==> config.mk <==
export PLATFORM = sky130hd
export DESIGN_NAME = lsu_align
export DESIGN_NICKNAME = d
export VERILOG_FILES = /design/src/rtl/lsu_pkg.sv /design/src/rtl/lsu_decode.sv /design/src/rtl/lsu_store_lane.sv /design/src/rtl/lsu_load_extract.sv /design/src/rtl/lsu_align.sv
export SDC_FILE = /design/constraint.sdc
export NUM_CORES = 1
export LEC_CHECK = 0
export BUFFER_PORTS_ARGS = -buffer_cell sky130_fd_sc_hd__buf_2
export CORE_ASPECT_RATIO = 0.8
export CORE_MARGIN = 8
export CORE_UTILIZATION = 45
export DETAILED_ROUTE_END_ITERATION = 8
export PLACE_DENSITY = 0.86
export SKIP_CTS_REPAIR_TIMING = 1
export SKIP_LAST_GASP = 1
export SLEW_MARGIN = 20
export SYNTH_ARGS = -nofsm -noshare
export SYNTH_HDL_FRONTEND = slang
export SYNTH_SLANG_ARGS = --single-unit
==> constraint.sdc <==
create_clock -name clk -period 4.1 [get_ports clk]
set_clock_uncertainty 0.05 [all_clocks]
set_input_delay 0.82 -clock clk [delete_from_list [all_inputs] [get_ports clk]]
set_output_delay 0.82 -clock clk [all_outputs]
set_load 0.05 [all_outputs]
==> src/rtl/lsu_pkg.sv <==
package lsu_pkg;

  typedef enum logic [1:0] {
    SZ_BYTE = 2'd0,
    SZ_HALF = 2'd1,
    SZ_WORD = 2'd2
  } acc_size_e;

  localparam logic [5:0] OPC_LD_WZ = 6'h21;
  localparam logic [5:0] OPC_LD_WS = 6'h22;
  localparam logic [5:0] OPC_LD_BZ = 6'h23;
  localparam logic [5:0] OPC_LD_BS = 6'h24;
  localparam logic [5:0] OPC_LD_HZ = 6'h25;
  localparam logic [5:0] OPC_LD_HS = 6'h26;
  localparam logic [5:0] OPC_ST_W  = 6'h35;
  localparam logic [5:0] OPC_ST_B  = 6'h36;
  localparam logic [5:0] OPC_ST_H  = 6'h37;

  typedef struct packed {
    logic        is_load;
    logic        is_store;
    acc_size_e   size;
    logic        sext;
    logic [15:0] offset;
  } mem_op_t;

endpackage

==> src/rtl/lsu_decode.sv <==
module lsu_decode
  import lsu_pkg::*;
(
  input  logic [31:0] insn,
  output mem_op_t     op
);
  logic [5:0]  opc;
  logic [15:0] ld_off;
  logic [15:0] st_off;
  logic        unused_fields;

  assign opc           = insn[31:26];
  assign ld_off        = insn[15:0];
  assign st_off        = {insn[25:21], insn[10:0]};
  assign unused_fields = ^insn[20:16];

  always_comb begin
    op          = '0;
    op.size     = SZ_WORD;
    op.offset   = ld_off;
    unique case (opc)
      OPC_LD_WZ: begin op.is_load = 1'b1; op.size = SZ_WORD; end
      OPC_LD_WS: begin op.is_load = 1'b1; op.size = SZ_WORD; op.sext = 1'b1; end
      OPC_LD_BZ: begin op.is_load = 1'b1; op.size = SZ_BYTE; end
      OPC_LD_BS: begin op.is_load = 1'b1; op.size = SZ_BYTE; op.sext = 1'b1; end
      OPC_LD_HZ: begin op.is_load = 1'b1; op.size = SZ_HALF; end
      OPC_LD_HS: begin op.is_load = 1'b1; op.size = SZ_HALF; op.sext = 1'b1; end
      OPC_ST_W:  begin op.is_store = 1'b1; op.size = SZ_WORD; op.offset = st_off; end
      OPC_ST_B:  begin op.is_store = 1'b1; op.size = SZ_BYTE; op.offset = st_off; end
      OPC_ST_H:  begin op.is_store = 1'b1; op.size = SZ_HALF; op.offset = st_off; end
      default:   op.is_load = 1'b0;
    endcase
  end
endmodule

==> src/rtl/lsu_store_lane.sv <==
module lsu_store_lane
  import lsu_pkg::*;
#(
  parameter  int XLEN   = 32,
  localparam int NBYTES = XLEN / 8,
  localparam int LANE_W = $clog2(NBYTES)
) (
  input  acc_size_e         size,
  input  logic [LANE_W-1:0] lane,
  input  logic [XLEN-1:0]   src,
  output logic [NBYTES-1:0] be,
  output logic [XLEN-1:0]   wdata,
  output logic              misal
);
  // Big-endian: lane i occupies the i-th byte from the top, enable bit NBYTES-1-i
  for (genvar i = 0; i < NBYTES; i++) begin : g_lane
    assign be[NBYTES-1-i] =
      (size == SZ_BYTE) ? (lane == LANE_W'(i)) :
      (size == SZ_HALF) ? (lane[LANE_W-1:1] == (LANE_W-1)'(i / 2)) :
                          1'b1;
  end

  always_comb begin
    unique case (size)
      SZ_BYTE: wdata = {NBYTES{src[7:0]}};
      SZ_HALF: wdata = {(NBYTES/2){src[15:0]}};
      default: wdata = src;
    endcase
  end

  assign misal = ((size == SZ_HALF) && lane[0]) ||
                 ((size == SZ_WORD) && (lane != '0));
endmodule

==> src/rtl/lsu_load_extract.sv <==
module lsu_load_extract
  import lsu_pkg::*;
#(
  parameter  int XLEN   = 32,
  localparam int NBYTES = XLEN / 8,
  localparam int LANE_W = $clog2(NBYTES)
) (
  input  acc_size_e         size,
  input  logic              sext,
  input  logic [LANE_W-1:0] lane,
  input  logic [XLEN-1:0]   rdata,
  output logic [XLEN-1:0]   value
);
  logic [7:0]        lane_byte [NBYTES];
  logic [LANE_W-1:0] hi_idx;
  logic [LANE_W-1:0] lo_idx;
  logic [7:0]        byte_v;
  logic [15:0]       half_v;

  for (genvar i = 0; i < NBYTES; i++) begin : g_split
    assign lane_byte[i] = rdata[XLEN-1-8*i -: 8];
  end

  assign hi_idx = {lane[LANE_W-1:1], 1'b0};
  assign lo_idx = {lane[LANE_W-1:1], 1'b1};
  assign byte_v = lane_byte[lane];
  assign half_v = {lane_byte[hi_idx], lane_byte[lo_idx]};

  always_comb begin
    unique case (size)
      SZ_BYTE: value = {{(XLEN-8){sext & byte_v[7]}}, byte_v};
      SZ_HALF: value = {{(XLEN-16){sext & half_v[15]}}, half_v};
      default: value = rdata;
    endcase
  end
endmodule

==> src/rtl/lsu_align.sv <==
module lsu_align
  import lsu_pkg::*;
#(
  parameter  int XLEN   = 32,
  localparam int NBYTES = XLEN / 8,
  localparam int LANE_W = $clog2(NBYTES)
) (
  input  logic              clk,
  input  logic              rst_n,
  input  logic              op_valid,
  output logic              op_ready,
  input  logic [31:0]       op_insn,
  input  logic [XLEN-1:0]   op_ra,
  input  logic [XLEN-1:0]   op_rb,
  output logic              mem_req,
  output logic              mem_we,
  output logic [XLEN-1:0]   mem_addr,
  output logic [NBYTES-1:0] mem_be,
  output logic [XLEN-1:0]   mem_wdata,
  input  logic              mem_ack,
  input  logic [XLEN-1:0]   mem_rdata,
  output logic              ld_valid,
  output logic [XLEN-1:0]   ld_data,
  output logic              misalign
);
  mem_op_t           dec;
  logic [XLEN-1:0]   ea;
  logic [NBYTES-1:0] be_n;
  logic [XLEN-1:0]   wdata_n;
  logic              misal_n;
  logic              accept;

  acc_size_e         size_q;
  logic              sext_q;
  logic [LANE_W-1:0] lane_q;
  logic [XLEN-1:0]   ld_value;

  lsu_decode u_dec (
    .insn (op_insn),
    .op   (dec)
  );

  assign ea = op_ra + {{(XLEN-16){dec.offset[15]}}, dec.offset};

  lsu_store_lane #(.XLEN(XLEN)) u_st (
    .size  (dec.size),
    .lane  (ea[LANE_W-1:0]),
    .src   (op_rb),
    .be    (be_n),
    .wdata (wdata_n),
    .misal (misal_n)
  );

  lsu_load_extract #(.XLEN(XLEN)) u_ld (
    .size  (size_q),
    .sext  (sext_q),
    .lane  (lane_q),
    .rdata (mem_rdata),
    .value (ld_value)
  );

  assign op_ready = !mem_req;
  assign accept   = op_valid && op_ready;

  always_ff @(posedge clk) begin
    if (!rst_n) begin
      mem_req   <= 1'b0;
      mem_we    <= 1'b0;
      mem_addr  <= '0;
      mem_be    <= '0;
      mem_wdata <= '0;
      size_q    <= SZ_WORD;
      sext_q    <= 1'b0;
      lane_q    <= '0;
      ld_valid  <= 1'b0;
      ld_data   <= '0;
      misalign  <= 1'b0;
    end else begin
      ld_valid <= 1'b0;
      misalign <= 1'b0;
      if (accept && (dec.is_load || dec.is_store)) begin
        if (misal_n) begin
          misalign <= 1'b1;
        end else begin
          mem_req   <= 1'b1;
          mem_we    <= dec.is_store;
          mem_addr  <= ea;
          mem_be    <= be_n;
          mem_wdata <= dec.is_store ? wdata_n : '0;
          size_q    <= dec.size;
          sext_q    <= dec.sext;
          lane_q    <= ea[LANE_W-1:0];
        end
      end
      if (mem_req && mem_ack) begin
        mem_req <= 1'b0;
        if (!mem_we) begin
          ld_valid <= 1'b1;
          ld_data  <= ld_value;
        end
      end
    end
  end
endmodule

Word level (Yosys, flattened, before mapping)
Index checks and enable logic that the tools add are counted. W data, S select, Z words.

Equal/unequal tests: 15. Multiplexer cells: 25. $lt $le $gt $ge: 3. $add $sub $neg: 1. Bitwise gates (word level): 9. Reductions and logical operators: 22.

Operators with widths (number): $pmux W32 S2 (2); $eq A6 B6 Y1 const B (9); $bmux W8 S2 (3); $mux W8 (6); $add A32 B32 Y32 (1); $mux W32 (1); $mux W16 (1); $reduce_or A3 Y1 (4); $mux W1 (11); $ge A3 B3 Y1 const B (3); $not A2 Y3 (3); $reduce_and A2 Y1 (4); $eq A2 B1 Y1 const B (3); $eq A2 B2 Y1 const B (3); $logic_not A2 Y1 (3); $reduce_or A6 Y1 (1); $logic_and A1 B1 Y1 (5); $not A1 Y1 (4); $pmux W2 S2 (1); $and A1 B1 Y1 (2); $logic_or A1 B1 Y1 (2); $reduce_bool A2 Y1 (1); $reduce_or A2 Y1 (1); $logic_not A1 Y1 (1).

Logic and storage cells: 86. Output and inout port bits: 105. Bits of input ports: 132. Register bits: 109.

Longest topological paths before layout
Gate-level depths: netlist (run 1).

Depth in word-level cells: 9. Mapped depth: 15. Mapped depth without buffers: 13.

Hierarchy
From an unflattened synthesis (run 1), not the netlist that was laid out.

Cells, all modules: 931. Area, all modules: 7109.3 µm².

Modules (own cells, without submodules): lsu_align (cells an instance 725, area an instance 5495.3 µm², seq. area each 2142.1 µm², instances 1); lsu_load_extract (cells an instance 106, area an instance 798.3 µm², seq. area each 0.0 µm², instances 1); lsu_store_lane (cells an instance 64, area an instance 535.5 µm², seq. area each 0.0 µm², instances 1); lsu_decode (cells an instance 36, area an instance 280.3 µm², seq. area each 0.0 µm², instances 1).

Worst setup path before layout (run 1)
No wires, ideal clock.

Path type: input to register. Start point: input port op_insn[29]. End point: register mem_addr[28]. Data required time: 3930 ps. Slack: 178 ps. Stages: 15. Path buffers: 2. Arrival: 3753 ps. Library setup time: 120 ps. Cell sequence: and2b_1 -> o2111ai_1 -> clkbuf_1 -> clkbuf_1 -> nand2_1 -> nand2_1 -> ha_1 -> nand4_1 -> or4_1 -> a21o_1 -> a211oi_2 -> or3_4 -> and2b_1 -> a311oi_1 -> a211o_1.

Longest elaborated chain between the ends: 8. Elaborated cells on any way between the ends: 27. Those cells by class: 1 x add/sub; 11 x eq/ne; 4 x mux; 1 x bitwise; 10 x reduce/logical.

RTL lines: start, declared (line lsu_align.sv:12) `input logic [31:0] op_insn,`; branches (longest 8 deep; another with $add A32 B32 Y32); end signal, assigned (line lsu_align.sv:69) `mem_addr <= '0;`; end signal, assigned (line lsu_align.sv:87) `mem_addr <= ea;`; end, declared (line lsu_align.sv:17) `output logic [XLEN-1:0] mem_addr,`.

Several ways; the timed one is not identified. A chain may end at the register's enable or synchronous reset.

Worst setup path after layout (run 1)
Start point: input port op_insn[29]. End point: register mem_addr[29].

The elaborated chain is that of the path after synthesis.

==> impl_metrics.tcl, run 1 <==
set metrics [dict create \
    whs_ns 0.414 \
    outcome "finished clean" \
    grt_first_pass_wirelength_um 32900 \
    startpoint_type "input pin" \
    critPathKind "input pin to flip-flop" \
    cts_sinks 107 \
    core_area_um2 14200 \
    slew_violations 0 \
    power.share.clock_pct 34.2 \
    antenna_found_initial 1 \
    hp-class "flip-flop to flip-flop" \
    io_pins 237 \
    drive_above_1_share_pct 27.2 \
    antenna_cells 0 \
    syn_area_um2 6570 \
    fillers 1302 \
    grt_overflow 0 \
    power.density_nw_per_um2 301 \
    ant_nets 0 \
    synth_cell_types 66 \
    min_period_ns 3.53 \
    tritoncts "built" \
    first_pass_iters 5 \
    start_util_pct 46.1 \
    p_sw_mw 0.771 \
    rows 39 \
    dieArea_um2 18700 \
    drt_iter0_drc 461 \
    vias 7090 \
    fmax_mhz 283 \
    h-tree-depth 3 \
    slew_headroom_pct 34.4 \
    area_growth_pct 25.6 \
    syn_inst 849 \
    setup_violations 0 \
    wl_per_cell_um 17.1 \
    yosysTopAreaCellShare_pct 32.6 \
    numCtsBuffers 9 \
    avgSynthCellArea_um2 7.73 \
    fin_crit_sh_pct 86.2 \
    combPwrFrac_pct 23.2 \
    power_frac_seq_pct 42.6 \
    die_h_um 124 \
    io_buffers 231 \
    worstMarginPinSlew_ns 0.981 \
    grt_max_degree 80 \
    synth-async-reset-ratio_pct 0 \
    grtUsageTotal_pct 21.7 \
    clock_path_buffers 2 \
    synth_area_leaders "dfxtp_1 33%, nand2_1 8.6%, a21oi_1 6.9%" \
    critPathArrivalTime_ns 3.73 \
    globalplace.congestion 0.918 \
    synth_top_area_cell "dfxtp_1" \
    routed_via_density 5.69 \
    netSwitchingFraction_pct 31.1 \
    cp.required_ns 4.30 \
    hpwl_um 16400 \
    grt_pass1_vias 6568 \
    ys_warn_count 0 \
    crit_fanout 10 \
    maxCapViolations 0 \
    rsz0062_at_grt "no" \
    synth_seq_cells 107 \
    tns_ns 0 \
    clk_transition_reported_paths_ns 0.07 \
    nNetsFinal 1223 \
    synth-seq-area-share_pct 32.6 \
    max-vdd-ir-drop_mv 0.243 \
    synth_nets 1014 \
    cp-end-kind "flip-flop" \
    cts_root_buf "clkbuf_16" \
    wl_um 21300 \
    synth_ff_type "dfxtp_1" \
    post-route-drc-count 0 \
    insertion_delay_ns 0.36 \
    leakagePower_nw 3.97 \
    dieWidth_um 151 \
    power.internal_mw 1.71 \
    hold_viol 0 \
    synth_edf_count 0 \
]
worst paths after layout:
path / end / slack [ns] / from / depth (start not counted)
worst min register to register: mem_addr[3]$_SDFFE_PN0P_ / 0.41 / mem_addr[3]$_SDFFE_PN0P_ / 2
worst max register to register: mem_wdata[6]$_SDFFE_PN0P_ / 1.56 / mem_req$_SDFFE_PP0P_ / 8
worst min-delay path: mem_addr[3]$_SDFFE_PN0P_ / 0.41 / mem_addr[3]$_SDFFE_PN0P_ / 2
worst max-delay path: mem_addr[29]$_SDFFE_PN0P_ / 0.57 / op_insn[29] / 15
sequential cells by signal, summed over array words and instances (netlist names):
register,count
misalign,1
mem_req,1
sext_q,1
mem_be,4
mem_we,1
mem_addr,32
ld_valid,1
ld_data,32
mem_wdata,32
size_q,2
cell usage in the layout, fill, tap and decap left out, drive strengths merged, types with 6 or more instances in the layout:
cell / instances
nor2: 27
clkbuf: 9
a31oi: 8
a21oi: 92
nand2: 150
nor2b: 37
a21o: 7
buf: 257
o211a: 19
nand4: 7
and2: 12
o211ai: 20
mux2i: 20
xor2: 7
o21ai: 58
nand3: 29
nor3b: 6
nor4: 10
dfxtp: 107
a21boi: 26
ha: 32
o22ai: 8
inv: 11
xnor2: 19
nor3: 26
layer usage:
metal | global-route usage, % | share of wire, % | wire length [um] | vias to the layer above
met5 | 0 | 0.047 | 10 | -
met4 | 5.24 | 1.6 | 331 | 2
met3 | 5.99 | 9.3 | 1990 | 27
met2 | 34.8 | 45 | 9620 | 316
met1 | 28.4 | 44 | 9400 | 3274
li1 | - | - | - | 3471
final cells by class:
class	count	area, um^2	area share (%)
clock buffers	9	225	2.73
clock inverters	6	60.1	0.728
inverters	8	30.0	0.364
multi-input cells	675	4180	50.7
flip-flops and latches	107	2140	26.0
well taps	184	230	2.79
repair buffers	257	1380	16.7
cell families after synthesis:
| logic type | Yosys count | share of synthesized area (%) |
|---|---|---|
| adders and majority gates | 33 | 6.40 |
| DFF | 107 | 32.6 |
| buffers and inverters | 67 | 4.17 |
| xor gates and xnor gates | 26 | 3.47 |
| AOI/OAI and AO/OA | 270 | 26.2 |
| and+or+nand+nor | 325 | 23.9 |
| muxes | 21 | 3.22 |
power groups by stage:
stage | Sequential (mW) | Combinational [mW] | Clock, mW
floorplan | 1.11 | 0.341 | 0
global placement | 1.08 | 0.558 | 0
detailed placement | 1.08 | 0.564 | 0
CTS | 1.05 | 0.569 | 0.867
global route | 1.06 | 0.631 | 0.908
finish | 1.06 | 0.575 | 0.848
Yosys cell counts, types with 5 or more instances:
master	n
xor2_1	7
a21boi_0	25
nand3_1	29
a21o_1	7
mux2i_1	20
o22ai_1	8
ha_1	32
o21ai_0	55
nor3b_1	5
inv_1	8
xnor2_1	19
a31oi_1	8
dfxtp_1	107
and2_1	11
nor2b_1	37
o211a_1	19
nor3_1	26
nor4_1	10
clkbuf_1	42
buf_2	14
nor2_1	27
a21oi_1	91
nand4_1	7
o211ai_1	20
nand2_1	150
metrics by stage:
step / instances / total power, mW / instance area, um^2 / setup WS [ns] / utilization (%)
2_1_floorplan: 849 / 1.46 / 6570 / 0.178 / -
3_3_place_gp: 1231 / 1.64 / 7960 / 0.267 / 55.9
5_1_grt: 1246 / 2.60 / 8250 / 0.338 / 57.9
4_1_cts: 1246 / 2.49 / 8250 / 0.603 / 57.9
3_5_place_dp: 1231 / 1.64 / 7960 / 0.231 / 55.9
6_report: 1246 / 2.48 / 8250 / 0.567 / 57.9
critical path, stage by stage:
cell	delay (ns)
buf_2	0.10
and2b_1	0.25
o2111ai_2	0.13
nand2_1	0.10
nand2_1	0.18
buf_4	0.25
ha_1	0.43
nand4_1	0.18
nor3_1	0.26
and4_1	0.21
o21ai_0	0.11
and3_1	0.18
o21ai_0	0.22
mux2i_1	0.11
a31o_2	0.21
Power figures use the tool's default switching activity.
==> run 2: changes to the inputs <==
--- a/config.mk
+++ b/config.mk
@@ -10,7 +10,7 @@
 export CORE_MARGIN = 8
 export CORE_UTILIZATION = 45
 export DETAILED_ROUTE_END_ITERATION = 8
-export PLACE_DENSITY = 0.86
+export PLACE_DENSITY = 0.84
 export SKIP_CTS_REPAIR_TIMING = 1
 export SKIP_LAST_GASP = 1
 export SLEW_MARGIN = 20
==> constraint.sdc (replaced) <==
create_clock -name clk -period 3.35 [get_ports clk]
set_clock_uncertainty 0.05 [all_clocks]
set_input_delay 0.67 -clock clk [delete_from_list [all_inputs] [get_ports clk]]
set_output_delay 0.67 -clock clk [all_outputs]
set_load 0.05 [all_outputs]
==> run 2 against run 1 <==
Worst hold slack got worse by 0.0059 ns. Critical path depth down 2. Utilization up 3.8 points. Register-to-register slack worse by 0.50 ns. Worst setup slack worse by 0.46 ns. Cell count grew 4.2%. Die area unchanged. Flip-flop and latch count stayed put. First-iteration DRC count is 20% higher. Routed wire length grew 3.0%.
==> impl_metrics.tcl, run 2 (synthesis results as in run 1) <==
set metrics [dict create \
    vias 7356 \
    setup_violations 0 \
    antenna_cells 0 \
    fin_util_pct 61.6 \
    instances_no_fill 1298 \
    tritoncts "built" \
    slew_violations 0 \
    crit_fanout 10 \
    rr_endpoint "mem_addr[28]$_SDFFE_PN0P_" \
    cts_sinks 107 \
    maxCapViolations 0 \
    min_period_ns 3.25 \
    power_mw 3.15 \
    globalplace.congestion 0.895 \
    post-route-drc-count 0 \
    fmax_mhz 308 \
    grtUsageMet3_pct 4.03 \
    fin_area_um2 8780 \
    power.density_nw_per_um2 359 \
    fin_crit_sh_pct 96.9 \
    area_growth_pct 33.8 \
    dieWidth_um 151 \
    grtUsageTotal_pct 22.4 \
    max-vdd-ir-drop_mv 0.244 \
    whs_ns 0.408 \
    ant_nets 0 \
    drive_above_1_share_pct 32.9 \
    crit_end "mem_addr[28]$_SDFFE_PN0P_" \
    grt_max_degree 97 \
    hold_viol 0 \
    clock_path_buffers 2 \
    drt_iter0_drc 555 \
    worstMarginPinSlew_ns 0.969 \
    leakagePower_nw 4.21 \
    insertion_delay_ns 0.35 \
    core_area_um2 14200 \
    start_util_pct 46.1 \
    cts_root_buf "clkbuf_16" \
    clk_transition_reported_paths_ns 0.08 \
    cp-startpoint "op_insn[29]" \
    worstRegToRegCells 9 \
    routed_via_density 5.67 \
    nNetsFinal 1274 \
    placed_area_um2 8420 \
    wl_um 22000 \
    io_pins 237 \
    io_buffers 231 \
    dp_cells 1278 \
    numCtsBuffers 9 \
    final_cell_mix "231 x buf_2, 142 x nand2_1, 107 x dfxtp_1" \
    reg2reg_setup_slack_ns 1.06 \
    startpoint_type "input pin" \
    grt_overflow 0 \
    critPathKind "input pin to flip-flop" \
    antenna_found_initial 0 \
    worstReg2RegStart "mem_req$_SDFFE_PP0P_" \
    die_h_um 124 \
    cp.required_ns 3.54 \
    first_pass_iters 5 \
    wl_per_cell_um 16.9 \
    dieArea_um2 18700 \
    grt_most_used_layer "met2" \
    met2_usage_pct 35.3 \
    cp-end-kind "flip-flop" \
    critPathArrivalTime_ns 3.44 \
    outcome "finished clean" \
    use_met1_pct 30.4 \
    h-tree-depth 3 \
    grt_pass1_vias 6810 \
    grt_first_pass_wirelength_um 34200 \
    rows 39 \
    reg.largest.list "ld_data: 32 flops, mem_addr: 32 flops, mem_wdata: 32 flops" \
    hpwl_um 16900 \
    final_common_cell "buf_2" \
    hp-class "flip-flop to flip-flop" \
    slew_headroom_pct 35.2 \
]
## run 2: cell count changes in the layout (fill, tap and decap cells not counted), moves of 5 or more
cell / change
buf_4: +49
nand2_1: -8
nand2_2: +7
ha_1: -6
a21oi_1: -5
a21oi_2: +5
ha_4: +5
## run 2: layout make-up
type                    count  area, um^2
fillers                  1249        5470
multi-input cells         675        4330
repair buffers            308        1760
inverters                   8        30.0
clock inverters             6        60.1
flip-flops and latches    107        2140
clock buffers              10         229
well taps                 184         230
## run 2: stage by stage
stage                     setup WS, ns  TNS, ns
after floorplan                -0.0887   -0.148
after global placement          -0.227    -1.43
after detailed placement        -0.262    -1.98
after CTS                       0.0983        0
after global routing           -0.0164  -0.0164
final                            0.104        0
## run 2: how the worst min path moves through the flow
stage / from / end / slack [ns] / cells past startpoint
3_3_place_gp: mem_addr[12]$_SDFFE_PN0P_ / mem_addr[12]$_SDFFE_PN0P_ / 0.40 / 2
6_report: mem_addr[3]$_SDFFE_PN0P_ / mem_addr[3]$_SDFFE_PN0P_ / 0.41 / 2
5_1_grt: mem_wdata[3]$_SDFFE_PN0P_ / mem_wdata[3]$_SDFFE_PN0P_ / 0.44 / 2
4_1_cts: mem_addr[3]$_SDFFE_PN0P_ / mem_addr[3]$_SDFFE_PN0P_ / 0.41 / 2
3_5_place_dp: mem_addr[3]$_SDFFE_PN0P_ / mem_addr[3]$_SDFFE_PN0P_ / 0.40 / 2
2_1_floorplan: sext_q$_SDFFE_PN0P_ / sext_q$_SDFFE_PN0P_ / 0.40 / 2
## run 2: critical path, cell delays in order
cell and delay, ns:
buf_2 0.09, and2b_2 0.23, o2111a_2 0.35, nand2_2 0.14
nand2_8 0.14, ha_1 0.27, buf_4 0.17, a31oi_1 0.24
nor2_1 0.07, or3_4 0.38, and2b_1 0.19, a31o_2 0.24
a211o_1 0.25
## run 2: where the power goes
part	internal, mW	switching [mW]	leakage [nW]
registers	1.28	0.00711	0.862
clock network	0.521	0.526	0.134
logic	0.364	0.451	3.21
total	2.17	0.984	4.21
## run 2: routing by layer
metal	vias up	wire length, um
met3	35	1880
met5	-	0
li1	3564	-
met2	337	9810
met4	0	451
met1	3420	9860
==> run 3: changes to the inputs <==
--- a/config.mk
+++ b/config.mk
@@ -5,7 +5,7 @@
 export SDC_FILE = /design/constraint.sdc
 export NUM_CORES = 1
 export LEC_CHECK = 0
-export BUFFER_PORTS_ARGS = -buffer_cell sky130_fd_sc_hd__buf_2
+export BUFFER_PORTS_ARGS = -buffer_cell sky130_fd_sc_hd__clkbuf_2
 export CORE_ASPECT_RATIO = 0.8
 export CORE_MARGIN = 8
 export CORE_UTILIZATION = 45
==> run 3 against run 2 <==
First-iteration DRC count decreased by 6.8%. Routed wire length shrank 0.65%. Die area stayed put. Clock-buffer cell count did not move. Total power down 0.38%. Combinational power is essentially flat. Critical endpoint is now mem_addr[30]$_SDFFE_PN0P_. Largest power group unchanged. Highest routed layer unchanged.
==> impl_metrics.tcl, run 3 (synthesis results as in run 1) <==
set metrics [dict create \
    h-tree-depth 3 \
    max-vdd-ir-drop_mv 0.259 \
    routed_via_density 5.57 \
    antenna_found_initial 0 \
    slew_headroom_pct 34.1 \
    core_area_um2 14200 \
    numCtsBuffers 9 \
    min_delay_worst_endpoint "mem_addr[4]$_SDFFE_PN0P_" \
    start_util_pct 46.1 \
    cts_sinks 107 \
    nNetsFinal 1277 \
    whs_ns 0.416 \
    final_cell_mix "230 x clkbuf_2, 142 x nand2_1, 107 x dfxtp_1" \
    instances_no_fill 1301 \
    leakagePower_nw 4.16 \
    clk_transition_reported_paths_ns 0.07 \
    fmax_mhz 308 \
    hp-class "flip-flop to flip-flop" \
    critPathArrivalTime_ns 3.42 \
    rr_endpoint "mem_addr[25]$_SDFFE_PN0P_" \
    grt_max_degree 49 \
    io_pins 237 \
    setup_violations 0 \
    die_h_um 124 \
    hold_start "mem_addr[4]$_SDFFE_PN0P_" \
    grt_first_pass_wirelength_um 34000 \
    min_period_ns 3.24 \
    fin_util_pct 61.6 \
    globalplace.congestion 0.954 \
    cp-end-kind "flip-flop" \
    cts_root_buf "clkbuf_16" \
    place_ws_ns -0.279 \
    maxCapViolations 0 \
    drt_iter0_drc 517 \
    worstRegToRegCells 8 \
    io_buffers 231 \
    vias 7247 \
    grt_overflow 0 \
    whs_path_depth 2 \
    crit_fanout 9 \
    rows 39 \
    dieWidth_um 151 \
    grt_pass1_vias 6923 \
    area_growth_pct 33.7 \
    reg.largest.list "ld_data: 32 flops, mem_addr: 32 flops, mem_wdata: 32 flops" \
    dp_cells 1285 \
    slew_violations 0 \
    startpoint_type "input pin" \
    antenna_cells 0 \
    hold_viol 0 \
    drive_above_1_share_pct 32.4 \
    ant_nets 0 \
    power.density_nw_per_um2 358 \
    critPathKind "input pin to flip-flop" \
    dieArea_um2 18700 \
    grtUsageTotal_pct 22.2 \
    final_common_cell "clkbuf_2" \
    tns_ns 0 \
    insertion_delay_ns 0.35 \
    wl_per_cell_um 16.8 \
    worstMarginPinSlew_ns 0.985 \
    outcome "finished clean" \
    reg2reg_setup_slack_ns 1.00 \
    worstReg2RegStart "mem_req$_SDFFE_PP0P_" \
    fillers 1254 \
    cp.required_ns 3.52 \
    clock_path_buffers 2 \
    fin_ws_ns 0.107 \
    fin_crit_sh_pct 96.8 \
    tritoncts "built" \
    wl_um 21900 \
    post-route-drc-count 0 \
    hpwl_um 17000 \
    first_pass_iters 5 \
]
-- run 3: final cells by class --
cell class                      count  area (um^2)  share of cell area, %
Sequential cell                   107         2140                   24.4
Tap cell                          184          230                   2.62
Timing Repair Buffer              311         1790                   20.4
Multi-Input combinational cell    675         4300                   48.9
Clock buffer                       10          229                   2.61
Clock inverter                      6         56.3                  0.641
Inverter                            8         30.0                  0.342
-- run 3: worst max-delay path by stage --
stage          slack, ns                   endpoint         from
3_5_place_dp       -0.28  mem_addr[30]$_SDFFE_PN0P_  op_insn[29]
3_3_place_gp       -0.17  mem_addr[30]$_SDFFE_PN0P_  op_insn[29]
4_1_cts             0.06  mem_addr[30]$_SDFFE_PN0P_  op_insn[29]
6_report            0.11  mem_addr[30]$_SDFFE_PN0P_  op_insn[29]
2_1_floorplan      -0.09  mem_addr[28]$_SDFFE_PN0P_  op_insn[29]
5_1_grt            -0.01  mem_addr[30]$_SDFFE_PN0P_  op_insn[29]
-- run 3: power by group --
| part | total (mW) | internal [mW] | switching [mW] |
|---|---|---|---|
| Combinational | 0.814 | 0.367 | 0.447 |
| Clock | 1.04 | 0.521 | 0.515 |
| Sequential | 1.29 | 1.28 | 0.00808 |
| Total | 3.14 | 2.17 | 0.970 |
-- run 3: stage by stage --
step | cell area (um^2) | total power [mW]
2_1_floorplan | 6710 | 1.80
3_3_place_gp | 8480 | 2.10
3_5_place_dp | 8480 | 2.11
4_1_cts | 8770 | 3.16
5_1_grt | 8780 | 3.30
6_report | 8780 | 3.14
-- run 3: layer usage --
layer	part of all wire (%)	track usage [%]	vias to the layer above
met3	9.1	5.16	30
met2	46	36.3	316
met1	43	29.1	3321
met5	0	0	-
li1	-	-	3580
met4	1.7	5.92	0
-- run 3: critical path, cell delays in order --
cell and delay (ns):
clkbuf_2 0.07, and2b_2 0.23, o2111a_2 0.32, nand2_2 0.12, nand2_8 0.14, ha_4 0.22
a21oi_1 0.12, o21ai_1 0.11, a31oi_1 0.23, nor2_1 0.07, or3_4 0.41, a221oi_2 0.33
mux2i_1 0.24, o21ai_0 0.11
